===== config.mk =====
export PLATFORM = sky130hd
export DESIGN_NAME = sel_ecc_shadow
export DESIGN_NICKNAME = d
export VERILOG_FILES = /design/src/rtl/sel_ecc_shadow.sv
export SDC_FILE = /design/constraint.sdc
export NUM_CORES = 1
export LEC_CHECK = 0
export ABC_AREA = 1
export BUFFER_PORTS_ARGS = -buffer_cell sky130_fd_sc_hd__buf_4
export CORE_MARGIN = 3
export CORE_UTILIZATION = 40
export CTS_CLUSTER_SIZE = 12
export DETAILED_ROUTE_END_ITERATION = 12
export MAX_ROUTING_LAYER = met4
export PLACE_DENSITY_LB_ADDON = 0.25
export SYNTH_ARGS = -nofsm -noshare
export SYNTH_HDL_FRONTEND = slang
export SYNTH_SLANG_ARGS = --single-unit

===== constraint.sdc =====
create_clock -name clk -period 41.6 [get_ports clk]
set_input_delay 10.4 -clock clk [delete_from_list [all_inputs] [get_ports clk]]
set_output_delay 10.4 -clock clk [all_outputs]
set_load 0.02 [all_outputs]

===== src/rtl/sel_ecc_shadow.sv =====
module sel_ecc_shadow #(
  parameter int DW = 32,
  parameter int TW = 7,
  parameter int NE = 8,
  parameter int NW = 3,
  parameter int NR = 3
) (
  input  logic                   clk,
  input  logic                   rst_n,
  input  logic [NW-1:0]          wr_en,
  input  logic [NW*TW-1:0]       wr_tag,
  input  logic [NW*DW-1:0]       wr_data,
  input  logic [NW-1:0]          wr_used,
  input  logic [NW-1:0]          wr_renamed,
  input  logic [NW-1:0]          wr_pin,
  input  logic                   fr_en,
  input  logic [TW-1:0]          fr_tag,
  input  logic [NR-1:0]          rd_en,
  input  logic [NR*TW-1:0]       rd_tag,
  input  logic [NR*DW-1:0]       rd_data,
  output logic                   err_stall,
  output logic                   err_flush,
  output logic                   err_uncorr,
  output logic [$clog2(NR)-1:0]  err_port,
  output logic [TW-1:0]          err_tag,
  output logic                   wb_en,
  output logic [TW-1:0]          wb_tag,
  output logic [DW-1:0]          wb_data
);

  function automatic int npar(int d);
    int p = 1;
    while ((1 << p) < d + p + 1) p++;
    return p;
  endfunction

  localparam int PB = npar(DW);
  localparam int CW = PB + 1;
  localparam int NP = DW + PB;
  localparam int EW = $clog2(NE);
  localparam int RW = $clog2(NR);

  function automatic logic [PB-1:0] hpar(logic [DW-1:0] d);
    logic [PB-1:0] p = '0;
    int k = 0;
    for (int pos = 1; pos <= NP; pos++) begin
      if ((pos & (pos - 1)) != 0) begin
        for (int i = 0; i < PB; i++) if (pos[i]) p[i] = p[i] ^ d[k];
        k++;
      end
    end
    return p;
  endfunction

  function automatic logic [DW-1:0] hfix(logic [DW-1:0] d, logic [PB-1:0] s);
    logic [DW-1:0] r = d;
    int k = 0;
    for (int pos = 1; pos <= NP; pos++) begin
      if ((pos & (pos - 1)) != 0) begin
        if (s == PB'(pos)) r[k] = ~r[k];
        k++;
      end
    end
    return r;
  endfunction

  logic [NE-1:0] v_q, pin_q, v_n, pin_n;
  logic [TW-1:0] tag_q [NE];
  logic [TW-1:0] tag_n [NE];
  logic [1:0]    rk_q  [NE];
  logic [1:0]    rk_n  [NE];
  logic [CW-1:0] cd_q  [NE];
  logic [CW-1:0] cd_n  [NE];

  always_comb begin
    v_n = v_q; pin_n = pin_q; tag_n = tag_q; rk_n = rk_q; cd_n = cd_q;
    if (fr_en)
      for (int e = 0; e < NE; e++) if (v_n[e] && tag_n[e] == fr_tag) v_n[e] = 1'b0;
    for (int w = 0; w < NW; w++) begin
      logic          fnd;
      logic [EW-1:0] sel;
      logic [1:0]    rk, best;
      logic [TW-1:0] t;
      logic [DW-1:0] d;
      fnd = 1'b0; sel = '0;
      t = wr_tag[w*TW +: TW];
      d = wr_data[w*DW +: DW];
      rk = {wr_used[w], wr_renamed[w]};
      best = rk;
      for (int e = 0; e < NE; e++)
        if (!fnd && v_n[e] && tag_n[e] == t) begin fnd = 1'b1; sel = EW'(e); end
      for (int e = 0; e < NE; e++)
        if (!fnd && !v_n[e]) begin fnd = 1'b1; sel = EW'(e); end
      if (!fnd)
        for (int e = 0; e < NE; e++)
          if (!pin_n[e] && rk_n[e] < best) begin best = rk_n[e]; sel = EW'(e); end
      if (!fnd && best < rk) fnd = 1'b1;
      if (wr_en[w] && fnd) begin
        v_n[sel]   = 1'b1;
        pin_n[sel] = wr_pin[w];
        tag_n[sel] = t;
        rk_n[sel]  = rk;
        cd_n[sel]  = {^d ^ ^hpar(d), hpar(d)};
      end
    end
  end

  always_ff @(posedge clk or negedge rst_n) begin
    if (!rst_n) begin
      v_q <= '0; pin_q <= '0;
      for (int e = 0; e < NE; e++) begin
        tag_q[e] <= '0; rk_q[e] <= '0; cd_q[e] <= '0;
      end
    end else begin
      v_q <= v_n; pin_q <= pin_n; tag_q <= tag_n; rk_q <= rk_n; cd_q <= cd_n;
    end
  end

  always_comb begin
    logic got;
    got = 1'b0;
    err_stall = 1'b0; err_uncorr = 1'b0; err_port = '0; err_tag = '0; wb_data = '0;
    for (int r = 0; r < NR; r++) begin
      logic          hit, ov;
      logic [CW-1:0] c;
      logic [PB-1:0] s;
      logic [DW-1:0] d;
      logic [TW-1:0] t;
      hit = 1'b0; c = '0;
      t = rd_tag[r*TW +: TW];
      d = rd_data[r*DW +: DW];
      for (int e = 0; e < NE; e++)
        if (v_q[e] && tag_q[e] == t) begin hit = 1'b1; c = cd_q[e]; end
      s  = c[PB-1:0] ^ hpar(d);
      ov = c[PB] ^ (^d) ^ (^c[PB-1:0]);
      if (!got && rd_en[r] && hit && (s != '0 || ov)) begin
        got        = 1'b1;
        err_port   = RW'(r);
        err_tag    = t;
        err_uncorr = !ov;
        err_stall  = ov;
        wb_data    = hfix(d, s);
      end
    end
  end

  assign err_flush = err_stall;
  assign wb_en     = err_stall;
  assign wb_tag    = err_tag;

  function automatic logic holds(logic [TW-1:0] t);
    logic h = 1'b0;
    for (int e = 0; e < NE; e++) if (v_q[e] && tag_q[e] == t) h = 1'b1;
    return h;
  endfunction

  function automatic logic dup_tags();
    logic d = 1'b0;
    for (int a = 0; a < NE; a++)
      for (int b = a + 1; b < NE; b++)
        if (v_q[a] && v_q[b] && tag_q[a] == tag_q[b]) d = 1'b1;
    return d;
  endfunction

  p_wb_port_r1: assert property (@(posedge clk) disable iff (!rst_n)
    wb_en |-> (rd_en[err_port] && wb_tag == rd_tag[err_port*TW +: TW]));
  p_unc_no_wb_r2: assert property (@(posedge clk) disable iff (!rst_n)
    err_uncorr |-> (!wb_en && !err_flush));
  p_uniq_tag_r4: assert property (@(posedge clk) disable iff (!rst_n) !dup_tags());
  p_free_clears_r9: assert property (@(posedge clk) disable iff (!rst_n)
    (fr_en && wr_en == '0) |=> !holds($past(fr_tag)));

  for (genvar g = 0; g < NE; g++) begin : g_pin
    p_pin_kept_r8: assert property (@(posedge clk) disable iff (!rst_n)
      (v_q[g] && pin_q[g] && !fr_en) |=> (v_q[g] && tag_q[g] == $past(tag_q[g])));
  end

endmodule


==> report_table.html <==
<table>
<tr><th>Metric</th><th>Value</th></tr>
<tr><th colspan="2">Worst setup path</th></tr>
<tr><td>CP Data Required Time</td><td>41880 ps</td></tr>
<tr><td>Startpoint kind of the worst setup timing path</td><td>primary input</td></tr>
<tr><td>Most common cell on crit path</td><td>nand2_2</td></tr>
<tr><td>Critical Path Source</td><td>wr_used[0]</td></tr>
<tr><td>Top fanout value on the critical path</td><td>100</td></tr>
<tr><td>Cell with the biggest individual delay on the critical path</td><td>buf_4</td></tr>
<tr><td>Category of the worst setup path capture point</td><td>flop</td></tr>
<tr><td>Setup CP Type</td><td>in2reg</td></tr>
<tr><td>Setup slack, reg-to-reg</td><td>19140 ps</td></tr>
<tr><td>FF-to-FF Start</td><td>rk_q[15]$_DFF_PN0_</td></tr>
<tr><td>Critical path arrival</td><td>32740 ps</td></tr>
<tr><td>Largest stage delay on the critical path</td><td>950 ps</td></tr>
<tr><th colspan="2">Route</th></tr>
<tr><td>Residual DRC</td><td>0</td></tr>
<tr><td>Number of nets with antenna violations after routing</td><td>0</td></tr>
<tr><td>Via count of the routed design</td><td>31007</td></tr>
<tr><td>Routed via count divided by cell count</td><td>5.78</td></tr>
<tr><td>First DRT Iteration DRCs</td><td>4059</td></tr>
<tr><td>Final routed wirelength across all metal layers</td><td>124000 µm</td></tr>
<tr><td>Post-DR wirelength/cell</td><td>23.1 µm</td></tr>
<tr><td>Detailed-router iteration count before antenna repair</td><td>8</td></tr>
<tr><th colspan="2">Synth</th></tr>
<tr><td>Post-synthesis cell type with the largest combined area</td><td>nand2_1</td></tr>
<tr><td>Dominant synthesized flop cell</td><td>dfrtp_1</td></tr>
<tr><td>Number of distinct library cells after synthesis</td><td>63</td></tr>
<tr><td>Post-Syn Nets</td><td>4647</td></tr>
<tr><td>Number of enable-type register cells in the synthesized netlist</td><td>0</td></tr>
<tr><td>Synthesis Warnings</td><td>0</td></tr>
<tr><td>Cell area after technology mapping</td><td>26500 µm²</td></tr>
<tr><td>Synthesized instance count</td><td>4361</td></tr>
<tr><td>Fraction of synthesized cell area taken by the top area cell type</td><td>0.202</td></tr>
<tr><td>Cell types with the largest area share after synthesis</td><td>nand2_1, xor2_1, dfrtp_1</td></tr>
<tr><td>Share of flip-flops with an asynchronous set or reset</td><td>1.00</td></tr>
<tr><td>Total of flip-flops plus latches after synthesis</td><td>144</td></tr>
<tr><td>Syn avg cell area</td><td>6.08 µm²</td></tr>
<tr><td>Part of the Yosys area used for sequential elements</td><td>0.136</td></tr>
<tr><th colspan="2">GRT</th></tr>
<tr><td>Number of global-route vias before repair</td><td>28564</td></tr>
<tr><td>First-pass GRT wire length</td><td>181000 µm</td></tr>
<tr><td>Initial antenna violation count</td><td>2</td></tr>
<tr><td>GR Overflow Total</td><td>0</td></tr>
<tr><td>Largest net degree at the start of global routing</td><td>101</td></tr>
<tr><td>GR Util All Layers</td><td>0.349</td></tr>
<tr><th colspan="2">Floorplan</th></tr>
<tr><td>Top-level port count</td><td>311</td></tr>
<tr><td>Core Region</td><td>65000 µm²</td></tr>
<tr><td>Area enclosed by the die boundary</td><td>69400 µm²</td></tr>
<tr><td>DIE WIDTH</td><td>263 µm</td></tr>
<tr><td>FP Rows</td><td>93</td></tr>
<tr><td>Die Height</td><td>263 µm</td></tr>
<tr><td>Starting density of the core</td><td>0.408</td></tr>
<tr><th colspan="2">Clock tree</th></tr>
<tr><td>Quantity of gates resized following cts</td><td>0</td></tr>
<tr><td>Hold Buf Count CTS</td><td>0</td></tr>
<tr><td>CTS tree</td><td>done</td></tr>
<tr><td>Clock slew at the register clock pins of the worst setup and hold paths</td><td>70 ps</td></tr>
<tr><td>Number of buffers on the longest clock path</td><td>2</td></tr>
<tr><td>CTS buffer count</td><td>17</td></tr>
<tr><td>CTS sink cnt</td><td>144</td></tr>
<tr><td>Level count of the clock H-tree</td><td>4</td></tr>
<tr><td>Setup Fix Bufs, Post-CTS</td><td>0</td></tr>
<tr><td>Clk root buf</td><td>clkbuf_16</td></tr>
<tr><td>Clock latency reported for the late side of the worst-skew pair</td><td>460 ps</td></tr>
<tr><th colspan="2">Layout</th></tr>
<tr><td>Most frequent cells in the layout</td><td>nand2_1, xor2_1, buf_4, inv_1, xnor2_1</td></tr>
<tr><td>Most common library cell in the layout ignoring fill and taps</td><td>nand2_1</td></tr>
<tr><td>Share of cells above drive strength 1</td><td>0.121</td></tr>
<tr><td>Multi-input gate area</td><td>20500 µm²</td></tr>
<tr><td>Register area</td><td>3600 µm²</td></tr>
<tr><td>Layout Nets</td><td>4783</td></tr>
<tr><td>Count of filler cells inserted in the layout</td><td>6992</td></tr>
<tr><td>Area of all placed cells without fillers</td><td>29800 µm²</td></tr>
<tr><td>Area growth from synthesis to final layout</td><td>12.3%</td></tr>
<tr><th colspan="2">Placement</th></tr>
<tr><td>Placed standard-cell area</td><td>29200 µm²</td></tr>
<tr><td>Last weighted congestion value of the routability-driven placer</td><td>1.07</td></tr>
<tr><td>HPWL reported at the end of detailed placement</td><td>94200 µm</td></tr>
<tr><td>Total of buffers placed on input and output ports</td><td>310</td></tr>
<tr><th colspan="2">Timing</th></tr>
<tr><td>Final-report hold violation count</td><td>0</td></tr>
<tr><td>Maximum operating frequency</td><td>30.8 MHz</td></tr>
<tr><td>Final worst path period share</td><td>0.780</td></tr>
<tr><td>Slew at the pin with the worst max-slew slack</td><td>1230 ps</td></tr>
<tr><td>Setup repair after global routing missed its margin</td><td>no</td></tr>
<tr><td>Fin. max-slew vios</td><td>0</td></tr>
<tr><td>Final critical path time including I/O delays and setup</td><td>32460 ps</td></tr>
<tr><td>Summed negative setup slack over all endpoints</td><td>0 ps</td></tr>
<tr><td>Worst Clk Skew</td><td>17.3 ps</td></tr>
<tr><td>Setup violations, final</td><td>0</td></tr>
<tr><td>Headroom to the max-slew limit</td><td>0.180</td></tr>
<tr><th colspan="2">Run status</th></tr>
<tr><td>Status</td><td>completed</td></tr>
<tr><th colspan="2">Worst hold path</th></tr>
<tr><td>Hold WC Path Type</td><td>reg2reg</td></tr>
<tr><td>Worst hold path startpoint</td><td>cd_q[27]$_DFF_PN0_</td></tr>
<tr><th colspan="2">Flow run</th></tr>
<tr><td>Number of max-capacitance violations reported</td><td>0</td></tr>
</table>
## cell usage after synthesis, types with 6 or more instances
cell	count
o22ai_1	80
or2_2	11
buf_4	20
o2111ai_1	20
o21ai_0	314
dfrtp_1	144
a31oi_1	17
clkbuf_1	150
nand2_2	74
a211oi_1	12
nand3_2	20
xnor2_1	326
nor2_4	8
o21a_1	10
inv_1	331
inv_2	18
buf_2	54
buf_1	6
nand2_1	1426
nor4_1	32
xor2_1	419
ha_1	27
nor2_1	194
nand3_1	169
o211ai_1	75
o21ai_1	58
clkinv_1	12
nor2_2	12
a21oi_1	83
nand4_1	70
a221oi_1	19
o221ai_1	45
nor3_1	29
a2111oi_0	16
## state kept, by name (all words and copies together) (netlist names)
| signal | cells |
|---|---|
| cd_q | 56 |
| v_q | 8 |
| tag_q | 56 |
| rk_q | 16 |
| pin_q | 8 |
## worst max-delay path, delay by kind of cell
family / cells / cell delay, ps
and+or+nand+nor: 62 / 6220
adders and majority gates: 27 / 7640
buffers and inverters: 3 / 1330
AOI/OAI and AO/OA: 33 / 6990
## routing by layer
metal	part of all wire	track usage	wire (µm)
met5	0	-	0
met4	0.050	0.153	6230
met3	0.12	0.0770	14300
met2	0.44	0.523	54000
met1	0.40	0.450	49500
## cell type report
| class | instances | area share |
|---|---|---|
| repair buffers | 352 | 0.0889 |
| multi-input cells | 3621 | 0.689 |
| diodes | 1 | 0.0000840 |
| clock inverters | 12 | 0.00450 |
| inverters | 361 | 0.0455 |
| flip-flops and latches | 144 | 0.121 |
| well taps | 855 | 0.0359 |
| clock buffers | 20 | 0.0150 |
## cell families after synthesis
group                    count (synthesis)  synth area share
flip-flops                             144             0.136
AO/OA/AOI/OAI                          774             0.179
XOR/XNOR                               745             0.246
AND/OR/NAND/NOR                       2071             0.334
multiplexers                             4           0.00151
buffers and inverters                  596            0.0910
adder cells (fa/ha/maj)                 27            0.0127
## path summary, 6_finish.rpt
path / to / cells past startpoint
worst min-delay path: cd_q[27]$_DFF_PN0_ / 4
max in group asynchronous: rk_q[5]$_DFF_PN0_ / 2
worst max register to register: v_q[0]$_DFF_PN0_ / 123
min in group asynchronous: cd_q[19]$_DFF_PN0_ / 1
worst max-delay path: v_q[0]$_DFF_PN0_ / 125
worst min register to register: cd_q[27]$_DFF_PN0_ / 4
## stage by stage
step	cells	utilization	hold WS (ps)	setup slack (ps)
2_1_floorplan	4361	-	637	12470
3_3_place_gp	5333	0.449	672	9490
3_5_place_dp	5333	0.449	692	8880
4_1_cts	5365	0.458	715	9280
5_1_grt	5366	0.458	785	6670
6_report	5366	0.458	728	9140
Power is left out: the tool's default activity adds up to more than one toggle a clock period on the data nets, which glitch-free logic cannot reach.
